`src/rtl/alu_flags_pkg.sv`:
```
package alu_flags_pkg;

    typedef enum logic [2:0] {
        OP_ADD = 3'd0,
        OP_SUB = 3'd1,
        OP_AND = 3'd2,
        OP_OR  = 3'd3,
        OP_NOR = 3'd4,
        OP_SHL = 3'd5,
        OP_SHR = 3'd6,
        OP_CMP = 3'd7
    } alu_op_e;

    localparam int SR_WIDTH = 8;
    localparam int SR_C = 0;
    localparam int SR_O = 1;
    localparam int SR_N = 2;
    localparam int SR_Z = 3;
    localparam int SR_I = 4;
    localparam int SR_L = 5;

    // packed MSB first: lt sits at bit 5, cy at bit 0
    typedef struct packed {
        logic lt;
        logic ie;
        logic zr;
        logic ng;
        logic ov;
        logic cy;
    } flags_t;

    localparam int FLAG_BITS = $bits(flags_t);
    localparam int PAD_BITS  = SR_WIDTH - FLAG_BITS;

    typedef enum logic [1:0] {
        BW_AND = 2'd0,
        BW_OR  = 2'd1,
        BW_NOR = 2'd2
    } bitwise_e;

endpackage

```
`src/rtl/alu_addsub.sv`:
```
module alu_addsub #(
    parameter int WIDTH = 16
) (
    input  logic [WIDTH-1:0] a_in,
    input  logic [WIDTH-1:0] b_in,
    input  logic             sub_en,
    output logic [WIDTH-1:0] sum_out,
    output logic             carry_out,
    output logic             ovf_out
);
    localparam int MSB = WIDTH - 1;

    logic [WIDTH-1:0] b_eff;
    logic [WIDTH:0]   full;

    always_comb begin
        b_eff     = sub_en ? ~b_in : b_in;
        full      = {1'b0, a_in} + {1'b0, b_eff} + {{WIDTH{1'b0}}, sub_en};
        sum_out   = full[WIDTH-1:0];
        carry_out = full[WIDTH];
        ovf_out   = (a_in[MSB] == b_eff[MSB]) && (full[MSB] != a_in[MSB]);
    end

endmodule

```
`src/rtl/alu_bitwise.sv`:
```
module alu_bitwise #(
    parameter int WIDTH = 16
) (
    input  logic [WIDTH-1:0]            a_in,
    input  logic [WIDTH-1:0]            b_in,
    input  alu_flags_pkg::bitwise_e     fn,
    output logic [WIDTH-1:0]            y_out
);
    import alu_flags_pkg::*;

    always_comb begin
        unique case (fn)
            BW_AND:  y_out = a_in & b_in;
            BW_OR:   y_out = a_in | b_in;
            BW_NOR:  y_out = ~(a_in | b_in);
            default: y_out = '0;
        endcase
    end

endmodule

```
`src/rtl/alu_shifter.sv`:
```
module alu_shifter #(
    parameter int WIDTH = 16
) (
    input  logic [WIDTH-1:0] data_in,
    input  logic [WIDTH-1:0] count,
    input  logic             to_left,
    output logic [WIDTH-1:0] data_out
);
    localparam int STAGES = $clog2(WIDTH);

    logic [WIDTH-1:0] stg [STAGES+1];
    logic             too_far;

    assign stg[0]  = data_in;
    assign too_far = |count[WIDTH-1:STAGES];

    for (genvar k = 0; k < STAGES; k++) begin : g_stage
        localparam int DIST = 1 << k;
        assign stg[k+1] = count[k] ? (to_left ? (stg[k] << DIST) : (stg[k] >> DIST))
                                   : stg[k];
    end

    assign data_out = too_far ? '0 : stg[STAGES];

    // one-place shift must match a plain concatenation
    always_comb begin
        if (count == WIDTH'(1) && to_left)
            assert_shl_by_one_R4: assert (data_out == {data_in[WIDTH-2:0], 1'b0});
        if (count == WIDTH'(1) && !to_left)
            assert_shr_by_one_R4: assert (data_out == {1'b0, data_in[WIDTH-1:1]});
    end

endmodule

```
`src/rtl/alu_status_unit.sv`:
```
module alu_status_unit #(
    parameter int WIDTH = 16
) (
    input  logic             clk,
    input  logic             rst_n,
    input  logic             op_valid,
    input  logic [2:0]       op_sel,
    input  logic             use_imm,
    input  logic [WIDTH-1:0] rd_val,
    input  logic [WIDTH-1:0] rs_val,
    input  logic [WIDTH-1:0] imm_val,
    input  logic             ie_wr,
    input  logic             ie_val,
    output logic [WIDTH-1:0] result,
    output logic             result_we,
    output logic [7:0]       status
);
    import alu_flags_pkg::*;

    localparam int MSB = WIDTH - 1;

    typedef struct packed {
        flags_t flg;
    } state_t;

    state_t st_d, st_q;

    alu_op_e          op;
    logic [WIDTH-1:0] opnd_b;
    logic             is_diff;
    logic             is_logic;
    logic [WIDTH-1:0] as_sum;
    logic             as_carry;
    logic             as_ovf;
    logic [WIDTH-1:0] bw_y;
    logic [WIDTH-1:0] sh_y;
    bitwise_e         bw_fn;

    assign op       = alu_op_e'(op_sel);
    assign opnd_b   = use_imm ? imm_val : rs_val;
    assign is_diff  = (op == OP_SUB) || (op == OP_CMP);
    assign is_logic = (op == OP_AND) || (op == OP_OR) || (op == OP_NOR) ||
                      (op == OP_SHL) || (op == OP_SHR);

    always_comb begin
        unique case (op)
            OP_OR:   bw_fn = BW_OR;
            OP_NOR:  bw_fn = BW_NOR;
            default: bw_fn = BW_AND;
        endcase
    end

    alu_addsub #(.WIDTH(WIDTH)) u_addsub (
        .a_in      (rd_val),
        .b_in      (opnd_b),
        .sub_en    (is_diff),
        .sum_out   (as_sum),
        .carry_out (as_carry),
        .ovf_out   (as_ovf)
    );

    alu_bitwise #(.WIDTH(WIDTH)) u_bitwise (
        .a_in  (rd_val),
        .b_in  (opnd_b),
        .fn    (bw_fn),
        .y_out (bw_y)
    );

    alu_shifter #(.WIDTH(WIDTH)) u_shifter (
        .data_in  (rd_val),
        .count    (imm_val),
        .to_left  (op == OP_SHL),
        .data_out (sh_y)
    );

    always_comb begin
        unique case (op)
            OP_ADD, OP_SUB, OP_CMP: result = as_sum;
            OP_AND, OP_OR, OP_NOR:  result = bw_y;
            OP_SHL, OP_SHR:         result = sh_y;
            default:                result = '0;
        endcase
        result_we = op_valid && (op != OP_CMP);
    end

    // next-state computation
    always_comb begin
        st_d = st_q;
        if (op_valid) begin
            st_d.flg.ng = result[MSB];
            st_d.flg.zr = (result == '0);
            if (is_logic) begin
                st_d.flg.cy = 1'b0;
                st_d.flg.ov = 1'b0;
            end else begin
                st_d.flg.cy = is_diff ? ~as_carry : as_carry;
                st_d.flg.ov = as_ovf;
            end
            if (is_diff)
                st_d.flg.lt = as_sum[MSB] ^ as_ovf;
        end
        if (ie_wr)
            st_d.flg.ie = ie_val;
    end

    always_ff @(posedge clk or negedge rst_n) begin
        if (!rst_n) st_q <= '0;
        else        st_q <= st_d;
    end

    assign status = {{PAD_BITS{1'b0}}, st_q.flg};

    // checks
    assert_hold_R11: assert property (@(posedge clk) disable iff (!rst_n)
        (!op_valid && !ie_wr) |=> $stable(status));

    assert_no_we_idle_R11: assert property (@(posedge clk) disable iff (!rst_n)
        !op_valid |-> !result_we);

    assert_cmp_nowrite_R7: assert property (@(posedge clk) disable iff (!rst_n)
        (op_valid && op_sel == 3'd7) |-> !result_we);

    assert_add_value_R1: assert property (@(posedge clk) disable iff (!rst_n)
        (op_valid && op_sel == 3'd0) |-> (result == WIDTH'(rd_val + opnd_b)));

    assert_zero_flag_R5: assert property (@(posedge clk) disable iff (!rst_n)
        op_valid |=> (status[SR_Z] == ($past(result) == '0)));

    assert_neg_flag_R5: assert property (@(posedge clk) disable iff (!rst_n)
        op_valid |=> (status[SR_N] == $past(result[MSB])));

    assert_lt_signed_R6: assert property (@(posedge clk) disable iff (!rst_n)
        (op_valid && (op_sel == 3'd1 || op_sel == 3'd7)) |=>
        (status[SR_L] == ($signed($past(rd_val)) < $signed($past(opnd_b)))));

    assert_lt_hold_R6: assert property (@(posedge clk) disable iff (!rst_n)
        (op_valid && op_sel != 3'd1 && op_sel != 3'd7) |=> $stable(status[SR_L]));

    assert_logic_clear_R3: assert property (@(posedge clk) disable iff (!rst_n)
        (op_valid && op_sel >= 3'd2 && op_sel <= 3'd6) |=> (status[SR_O:SR_C] == 2'b00));

    assert_ie_keep_R10: assert property (@(posedge clk) disable iff (!rst_n)
        !ie_wr |=> $stable(status[SR_I]));

    assert_ie_load_R10: assert property (@(posedge clk) disable iff (!rst_n)
        ie_wr |=> (status[SR_I] == $past(ie_val)));

endmodule

```
`config.mk`:
```
export PLATFORM = sky130hd
export DESIGN_NAME = alu_status_unit
export DESIGN_NICKNAME = d
export VERILOG_FILES = /design/src/rtl/alu_flags_pkg.sv /design/src/rtl/alu_addsub.sv /design/src/rtl/alu_bitwise.sv /design/src/rtl/alu_shifter.sv /design/src/rtl/alu_status_unit.sv
export SDC_FILE = /design/constraint.sdc
export NUM_CORES = 1
export LEC_CHECK = 0
export BUFFER_PORTS_ARGS = -buffer_cell sky130_fd_sc_hd__clkbuf_2
export CAP_MARGIN = 5
export CELL_PAD_IN_SITES_DETAIL_PLACEMENT = 0
export CELL_PAD_IN_SITES_GLOBAL_PLACEMENT = 1
export CORE_ASPECT_RATIO = 1.75
export CORE_MARGIN = 3
export CORE_UTILIZATION = 40
export CTS_CLUSTER_SIZE = 20
export DETAILED_ROUTE_END_ITERATION = 6
export PLACE_DENSITY_LB_ADDON = 0.2
export SLEW_MARGIN = 20
export SYNTH_ARGS = -nofsm -noshare
export SYNTH_HDL_FRONTEND = slang
export SYNTH_SLANG_ARGS = --single-unit
```
`constraint.sdc`:
```
create_clock -name clk -period 5.48 [get_ports clk]
set_clock_uncertainty 0.2 [all_clocks]
set_input_delay 0.274 -clock clk [delete_from_list [all_inputs] [get_ports clk]]
set_output_delay 0.274 -clock clk [all_outputs]
set_load 0.1 [all_outputs]
```
==> results of run 1 <==
## cells in the mapped netlist (5+ instances only)
cell type and instances:
nand2_1 49, a21oi_1 39, clkbuf_1 37, o21ai_0 37, nor2_1 36, a211oi_1 28, nor3_1 21, inv_1 19
xnor2_1 19, mux2_2 18, mux2i_1 17, nand3_1 16, ha_1 15, a31oi_1 12, maj3_1 12, o221ai_1 9
o31ai_1 9, buf_2 8, nor4_1 8, xor2_1 8, a311oi_1 7, buf_1 7, nand2b_1 7, a21o_1 6
dfrtp_1 6, nand3b_1 6, a2111oi_0 5, a221o_1 5, a221oi_1 5, and2_1 5, and3_1 5, and4b_1 5
o211ai_1 5, o22ai_1 5
## final cells by class
class,count,area [um2],area share
Multi-Input combinational cell,492,3540,0.781
Tap cell,122,153,0.0337
Clock buffer,3,75.1,0.0166
Inverter,20,75.1,0.0166
Timing Repair Buffer,90,541,0.119
Sequential cell,6,150,0.0331
## report_power, final
part / total [W] / leakage [nW] / internal (W) / switching (W)
clock network: 0.000120 / 0.0370 / 0.0000938 / 0.0000262
registers: 0.0000547 / 0.0776 / 0.0000512 / 0.00000345
logic: 0.000850 / 1.72 / 0.000250 / 0.000600
total: 0.00102 / 1.84 / 0.000395 / 0.000630
## stage by stage
step	setup WS (ns)	hold WS, ns	instance area, um2	utilization
6_report	0.548	0.0802	4530	0.475
5_1_grt	0.353	0.0946	4530	0.475
4_1_cts	0.595	0.0853	4530	0.475
3_5_place_dp	0.619	-0.0945	4440	0.467
3_3_place_gp	0.707	-0.0912	4440	0.467
2_1_floorplan	0.125	-0.222	4000	-
## cells by family (layout without fill, tap and decap cells)
| logic type | count (synthesis) | in the layout | synth area share |
|---|---|---|---|
| compound gates | 213 | 213 | 0.382 |
| simple gates | 184 | 184 | 0.247 |
| buf+inv | 76 | 113 | 0.0797 |
| mux | 38 | 38 | 0.110 |
| fa+ha+maj | 28 | 28 | 0.0832 |
| xor+xnor | 27 | 27 | 0.0600 |
| flops | 6 | 6 | 0.0381 |
| other cells | 1 | 2 | 0.000951 |
## worst max-delay path by stage
| stage | to | slack, ns |
|---|---|---|
| floorplan | status[3] | 0.12 |
| global placement | status[3] | 0.71 |
| detailed placement | result[13] | 0.62 |
| CTS | result[13] | 0.60 |
| global route | result[13] | 0.35 |
| finish | result[13] | 0.55 |
## layer usage
| metal | wire, um | share of wire | up-vias |
|---|---|---|---|
| met5 | 0 | 0 | - |
| met4 | 1600 | 0.089 | 0 |
| met3 | 1140 | 0.063 | 91 |
| met2 | 8850 | 0.49 | 268 |
| met1 | 6520 | 0.36 | 2335 |
| li1 | - | - | 2311 |
==> qor.txt, run 1 <==
Crit path buf inv count -> 4
WP data required -> 5.01 ns
Max reg flops -> 6
CP arrival -> 4.46 ns
Setup bufs post-CTS -> 0
Cell taking the most area after synthesis -> a211oi_1
YS warnings -> 0
CTS H-tree lvls -> 1
# diodes -> 0
Final nets -> 686
Non-Filler Instances -> 733
Max Clock Freq -> 0.203 GHz
Finish-stage setup viols -> 0
Power Total -> 0.00102 W
Status -> completed
Commonest cells after routing, fill and taps aside -> 75 x clkbuf_2, 49 x nand2_1, 39 x a21oi_1, 36 x nor2_1, 34 x o21ai_0
Met1 usage -> 0.356
Grt met3 use -> 0.0524
Fin Setup TNS -> 0 ns
Register-to-Register Setup Slack -> 4.53 ns
Ys async rst share -> 1.00
Vias -> 5005
Hold Path Class -> in2reg
Gr ovfl total -> 0
Die H -> 137 um
First-pass GRT wire length -> 27.8 mm
Routed wire length -> 18.1 mm
Nature of the critical path startpoint -> input port
Number of flops mapped to enable cells by yosys -> 0
Hold depth -> 2
Post-cts hold buffer count -> 1
Die width -> 81.0 um
Max VDD drop -> 0.232 mV
Hold path startpoint -> ie_val
FILL cells -> 1020
Slew @ Worst Pin -> 0.891 ns
CP startpoint -> op_sel[1]
Ranking of synthesized cells by area -> a211oi_1 5.3%, mux2_2 5.1%, a21oi_1 5.0%
P&R area growth vs syn -> 14.9%
Remaining DRCs -> 0
Detailed Route Iter0 Violations -> 500
Die area -> 0.0111 mm2
Crit share post-route -> 0.900
First-pass DRT Iterations -> 5
CTS Sinks -> 6
Minimum clock period -> 4.93 ns
CTS tree -> built
Slew margin rel. -> 0.404
Antenna Nets Post-Route -> 0
Slowest CP cell -> or4_4
PortBufs -> 79
Initial antenna violation count -> 0
Top FF cell, synth -> dfrtp_1
Worst Reg-to-Reg Cells -> 1
Worst R2R End -> status[4]
Flip-flop and latch count after synthesis -> 6
Worst-skew pair later-pin latency -> 0.23 ns
Vias per cell -> 6.83
Netlist cell types -> 78
Max Slew Vio Count -> 0
Leakage dissipation -> 1.84 nW
Standard-cell rows -> 47
Vias in the first global route -> 5021
Layout cells sized above 1 -> 0.223
Placed insts -> 729
Cts bufs inserted -> 3
CORE AREA -> 0.00953 mm2
Commonest non-fill, non-tap cell in the layout -> clkbuf_2
Max-cap violations -> 0
Initial Utilization -> 0.414
Clk slew on worst S/H paths -> 0.03 ns
Crit Path Max Fanout -> 17
Worst Hold End -> status[4]
Avg Cell Area, Syn -> 6.88 um2
Top cell by count, worst path -> buf_4
Clk buf depth -> 2
Max incr delay on CP -> 0.57 ns
CP Capture Type -> output pin
Synthesized area -> 0.00394 mm2
Post-CTS Resized -> 0
CTS root buf -> clkbuf_16
Largest net degree at the start of global routing -> 55
Worst Setup Path Type -> in2out
Grt peak-use layer -> met2
Worst path top cell family by delay -> simple AND/OR/NAND/NOR gates
CP cell instances -> clkbuf_2, buf_4, nand2_1, nand3_1, buf_4, xnor2_1, ha_1, and2_0, or4b_4, a32oi_2, a41o_2, a31oi_1, a41o_1, or4_4, buf_12
GR Util met2 -> 0.564
Power Density -> 226 mW/mm2
RSZ-0062 raised after global routing -> no
Total GRT Usage -> 0.329
Post-synthesis sequential area ratio -> 0.0381
WP depth -> 15
Critical R2R Launch -> status[4]
Yosys top cell area share -> 0.0533
IO Count -> 82
GP Congestion -> 0.974
Cell count after synthesis -> 573
Final hold viol count -> 0
Dpl hpwl -> 14.5 mm
Drt wl/cell -> 24.7 um
(Power assumes the default switching activity.)
==> run 2, diff against run 1 <==
Settings changed: CORE_UTILIZATION 40 to 37.
Clock period 5.48 ns to 4.5 ns, I/O delays scaled along.
==> qor.txt, run 2 (synthesis gave the netlist of run 1 again) <==
Finish-stage setup viols -> 0 (unchanged)
RSZ-0062 raised after global routing -> no
Vias -> 5178 (+3.5%)
Critical R2R Launch -> status[4]
Drt wl/cell -> 25.6 um (+3.6%)
Combinational power share -> 0.843 (+0.013)
Switching share of power -> 0.584 (-0.0304)
Gr ovfl total -> 0 (unchanged)
Register-to-Register Setup Slack -> 3.56 ns (-0.97 ns)
Final hold viol count -> 0 (unchanged)
Standard-cell rows -> 49 (+4.3%)
# diodes -> 0 (unchanged)
CP startpoint -> op_sel[1]
CORE AREA -> 0.0104 mm2 (+8.8%)
Total GRT Usage -> 0.314 (-0.0148)
Worst setup endpoint -> result[13]
Max Slew Vio Count -> 0 (unchanged)
Detailed Route Iter0 Violations -> 340 (-32%)
Power Total -> 0.00135 W (+31%)
CTS tree -> built
Worst-skew pair later-pin latency -> 0.23 ns (about the same)
Seq pwr share -> 0.049 (-0.004)
Die area -> 0.0120 mm2 (+7.6%)
Cts bufs inserted -> 3 (unchanged)
Antenna Nets Post-Route -> 0 (unchanged)
CP arrival -> 3.86 ns (-0.60 ns)
IO Count -> 82 (unchanged)
CP Capture Type -> output pin
Largest net degree at the start of global routing -> 55 (unchanged)
CTS root buf -> clkbuf_16
Initial Utilization -> 0.380 (-0.0333)
Dpl hpwl -> 15.5 mm (+6.9%)
Layout cells sized above 1 -> 0.253 (+0.0306)
Non-Filler Instances -> 755 (+3.0%)
Slew margin rel. -> 0.278 (-0.126)
Internal power -> 0.000559 W (+42%)
Die width -> 84.0 um (+3.7%)
Placed insts -> 751 (+3.0%)
Final Util -> 0.470 (-0.00545)
Remaining DRCs -> 0 (unchanged)
Die H -> 143 um (+3.8%)
GP Congestion -> 0.948 (-2.7%)
Nature of the critical path startpoint -> input port
First-pass GRT wire length -> 29.5 mm (+6.0%)
Clk slew on worst S/H paths -> 0.03 ns (about the same)
Max reg flops -> 6 (unchanged)
Initial antenna violation count -> 0 (unchanged)
Clock power frac -> 0.108 (-0.009)
Routed wire length -> 19.3 mm (+6.7%)
First-pass DRT Iterations -> 6 (+1)
Switching pwr -> 0.000786 W (+25%)
Worst R2R End -> status[4]
CTS Sinks -> 6 (unchanged)
Leakage dissipation -> 1.98 nW (+7.7%)
Power Density -> 276 mW/mm2 (+22%)
CTS H-tree lvls -> 1 (unchanged)
Final nets -> 703 (+2.5%)
Slew @ Worst Pin -> 1.07 ns (+0.182 ns)
Max Clock Freq -> 0.234 GHz
Crit Path Max Fanout -> 11 (-6)
Post-DP Area -> 0.00478 mm2 (+7.5%)
WP data required -> 4.07 ns (-0.94 ns)
Commonest cells after routing, fill and taps aside -> 65 x clkbuf_2, 49 x nand2_1, 39 x a21oi_1, 36 x nor2_1, 34 x o21ai_0
Minimum clock period -> 4.28 ns
Hold Path Class -> in2reg
PortBufs -> 79 (unchanged)
Slowest CP cell -> or4b_4
Post-route design area -> 0.00487 mm2 (+7.5%)
Max incr delay on CP -> 0.52 ns (-0.05 ns)
Max VDD drop -> 0.357 mV (+54%)
Clk buf depth -> 2 (unchanged)
Status -> completed
Commonest non-fill, non-tap cell in the layout -> clkbuf_2
Vias in the first global route -> 5067 (+0.92%)
P&R area growth vs syn -> 23.6%
Vias per cell -> 6.86 (+0.44%)
Worst Setup Path Type -> in2out
Crit share post-route -> 0.952
FILL cells -> 1076 (+5.5%)
CP cell instances -> clkbuf_2, nand2b_1, nand3_1, buf_4, xnor2_1, ha_1, and2_0, or4b_4, a32oi_4, a41o_2, a31oi_1, a41o_1, or4_4, buf_12
Hold Worst Slack -> 0.0268 ns (-0.0534 ns)
Max-cap violations -> 0 (unchanged)
Worst Reg-to-Reg Cells -> 1 (unchanged)
==> run 2: cell count changes in the layout (fill, tap and decap cells not counted), sizes merged <==
| cell | change |
|---|---|
| clkbuf | -10 |
| buf | +27 |
==> run 2: how the worst min path moves through the flow <==
stage,from,to,slack [ns],cells past startpoint
after floorplan,rst_n,status[0],-0.27,0
after global placement,rst_n,status[0],-0.14,1
after detailed placement,rst_n,status[0],-0.14,1
after CTS,ie_val,status[4],0.03,2
after global routing,ie_val,status[4],0.03,2
final,ie_val,status[4],0.03,2
==> run 2: power by group through the flow <==
stage                     Sequential (W)  Combinational (W)  Clock [W]
after floorplan                 0.000126           0.000726          0
after CTS                      0.0000663            0.00112   0.000149
after global placement         0.0000666            0.00111          0
final                          0.0000663            0.00113   0.000145
after global routing           0.0000674            0.00119   0.000155
after detailed placement       0.0000670            0.00112          0
==> run 2: area by class of cell <==
cell class	instances	area (um2)	area share
Multi-Input combinational cell	492	3600	0.740
Timing Repair Buffer	107	806	0.165
Tap cell	127	159	0.0326
Sequential cell	6	150	0.0308
Clock buffer	3	75.1	0.0154
Inverter	20	75.1	0.0154
==> run 2: critical path, delay by kind of cell <==
family | cells | cell delay, ns
fa+ha+maj | 1 | 0.38
buf+inv | 3 | 0.62
simple gates | 5 | 1.55
xor+xnor | 1 | 0.13
compound gates | 4 | 0.95
==> run 2: layer usage <==
| metal | track usage | vias to the layer above | wire [um] |
|---|---|---|---|
| met2 | 0.580 | 299 | 9870 |
| met4 | 0.199 | 0 | 1590 |
| li1 | - | 2338 | - |
| met1 | 0.335 | 2448 | 6650 |
| met3 | 0.0342 | 93 | 1210 |
| met5 | 0 | - | 0 |
==> run 2: what timing repair did <==
item / in CTS / in global routing
gates resized for setup: 0 / 1
endpoints found under the setup margin: 0 / 1
endpoints found under the hold margin: 6 / 0
hold buffers: 1 / 0
buffers inserted: 0 / 0
==> run 2: stage by stage <==
step	setup TNS (ns)	setup WS [ns]
2_1_floorplan	-0.0199	-0.0199
3_3_place_gp	0	0.243
3_5_place_dp	0	0.0981
4_1_cts	0	0.217
5_1_grt	0	0.0465
6_report	0	0.217
==> run 3, diff against run 2 <==
Settings changed: REMOVE_ABC_BUFFERS from default to 1.
==> qor.txt, run 3 (synthesis gave the netlist of run 1 again) <==
Status -> finished, violations left
Failing checks -> design-rule violations
CP arrival -> 3.98 ns (+0.12 ns)
Remaining DRCs -> 7 (+7)
CTS tree -> built
Worst R2R End -> status[2]
Crit path buf inv count -> 2 (-1)
Crit share post-route -> 0.978 (+0.0264)
Power Density -> 277 mW/mm2 (+0.41%)
Final hold viol count -> 0 (unchanged)
Final WS setup -> 0.0986 ns (-0.119 ns)
FILL cells -> 1113 (+3.4%)
Minimum clock period -> 4.40 ns (+0.119 ns)
Standard-cell rows -> 49 (unchanged)
PortBufs -> 79 (unchanged)
Vias in the first global route -> 5200 (+2.6%)
Vias per cell -> 6.90 (+0.65%)
Clk slew on worst S/H paths -> 0.03 ns (about the same)
Max Slew Vio Count -> 0 (unchanged)
GP Congestion -> 1.03 (+9.1%)
Initial Utilization -> 0.380 (unchanged)
Worst setup endpoint -> result[13]
Fin Setup TNS -> 0 ns (unchanged)
Vias -> 5267 (+1.7%)
Slew margin rel. -> 0.337 (+0.0594)
Clk buf depth -> 2 (unchanged)
CP Capture Type -> output pin
Max-cap violations -> 0 (unchanged)
Worst slack, placed -> 0.118 ns (+0.0204 ns)
Leakage dissipation -> 1.99 nW (+0.51%)
Max VDD drop -> 0.294 mV (-18%)
Gr ovfl total -> 0 (unchanged)
Register-to-Register Setup Slack -> 3.56 ns (about the same)
Nature of the critical path startpoint -> input port
Antenna Nets Post-Route -> 0 (unchanged)
Max incr delay on CP -> 0.56 ns (+0.04 ns)
Slowest CP cell -> or4_4
Dpl hpwl -> 15.7 mm (+1.4%)
P&R area growth vs syn -> 22.2%
CTS root buf -> clkbuf_16
Hold path startpoint -> ie_val
# diodes -> 0 (unchanged)
Max reg flops -> 6 (unchanged)
Cts bufs inserted -> 3 (unchanged)
CP cell instances -> clkbuf_2, mux2i_1, xor2_1, ha_1, and2_0, a31oi_1, a32oi_2, a41o_2, a31oi_1, nor4_1, a41o_1, or4_4, buf_12
Worst Setup Path Type -> in2out
WP data required -> 4.07 ns (about the same)
Post-route design area -> 0.00482 mm2 (-1.1%)
Power Total -> 0.00134 W (-0.70%)
Die H -> 143 um (unchanged)
Initial antenna violation count -> 0 (unchanged)
Worst Reg-to-Reg Cells -> 1 (unchanged)
Crit Path Max Fanout -> 6 (-5)
CTS Sinks -> 6 (unchanged)
Drt wl/cell -> 26.1 um (+2.0%)
Die width -> 84.0 um (unchanged)
Final nets -> 711 (+1.1%)
RSZ-0062 raised after global routing -> no
Layout cells sized above 1 -> 0.242 (-0.0110)
Detailed Route Iter0 Violations -> 493 (+45%)
Worst-skew pair later-pin latency -> 0.23 ns (about the same)
First-pass GRT wire length -> 29.9 mm (+1.5%)
CP startpoint -> use_imm
Finish-stage setup viols -> 0 (unchanged)
Commonest cells after routing, fill and taps aside -> 66 x clkbuf_2, 49 x nand2_1, 39 x a21oi_1, 36 x o21ai_0, 36 x nor2_1
Post-DP Area -> 0.00473 mm2 (-0.99%)
Die area -> 0.0120 mm2 (unchanged)
Top cell by count, worst path -> a31oi_1
First-pass DRT Iterations -> 7 (+1)
CORE AREA -> 0.0104 mm2 (unchanged)
Worst path top cell family by delay -> compound AO/OA/AOI/OAI gates
Max Clock Freq -> 0.227 GHz (-2.7%)
WP depth -> 13 (-1)
IO Count -> 82 (unchanged)
CTS H-tree lvls -> 1 (unchanged)
Critical R2R Launch -> status[2]
Routed wire length -> 19.9 mm (+3.1%)
Largest net degree at the start of global routing -> 55 (unchanged)
Total GRT Usage -> 0.323 (+0.00825)
Slew @ Worst Pin -> 0.985 ns (-0.0882 ns)
Commonest non-fill, non-tap cell in the layout -> clkbuf_2
Hold Path Class -> in2reg
==> run 3: changes by cell type in the layout (fill, tap and decap cells not counted), sizes merged <==
cell,previous run,this run
clkbuf,68,69
buf,41,48
==> run 3: timing repair <==
action                                 4_1_cts  5_1_grt
resized for setup                            0        1
endpoints found under the hold margin        6        0
hold buffers                                 1        0
setup endpoints to repair                    0        1
buffers inserted                             0        0
==> run 3: cell type report <==
cell class              count  area (um2)  area share
clock buffers               3        75.1      0.0156
inverters                  20        75.1      0.0156
multi-input cells         492        3480       0.723
flip-flops and latches      6         150      0.0312
well taps                 127         159      0.0330
repair buffers            115         876       0.182
==> run 3: metrics by stage <==
step	cells	hold WS (ns)	util
floorplan	518	-0.271	-
global placement	759	-0.133	0.457
detailed placement	759	-0.127	0.457
CTS	763	0.0347	0.465
global route	763	0.0364	0.465
finish	763	0.0340	0.465
==> run 3: routing by layer <==
| metal | track usage | vias to the layer above | share of wire |
|---|---|---|---|
| met5 | 0 | - | 0 |
| met4 | 0.254 | 0 | 0.10 |
| met3 | 0.0290 | 104 | 0.071 |
| met2 | 0.582 | 362 | 0.49 |
| met1 | 0.337 | 2437 | 0.33 |
| li1 | - | 2364 | - |
==> run 3: report_power, final <==
part / total, W / internal (W) / switching (W)
registers: 0.0000659 / 0.0000623 / 0.00000361
clock network: 0.000148 / 0.000114 / 0.0000332
logic: 0.00112 / 0.000377 / 0.000745
total: 0.00134 / 0.000554 / 0.000782
==> run 3: worst min path at each step <==
| stage | depth (start not counted) | endpoint | slack [ns] |
|---|---|---|---|
| 2_1_floorplan | 0 | status[0] | -0.27 |
| 3_3_place_gp | 1 | status[1] | -0.13 |
| 3_5_place_dp | 1 | status[1] | -0.13 |
| 4_1_cts | 2 | status[4] | 0.03 |
| 5_1_grt | 2 | status[4] | 0.04 |
| 6_report | 2 | status[4] | 0.03 |
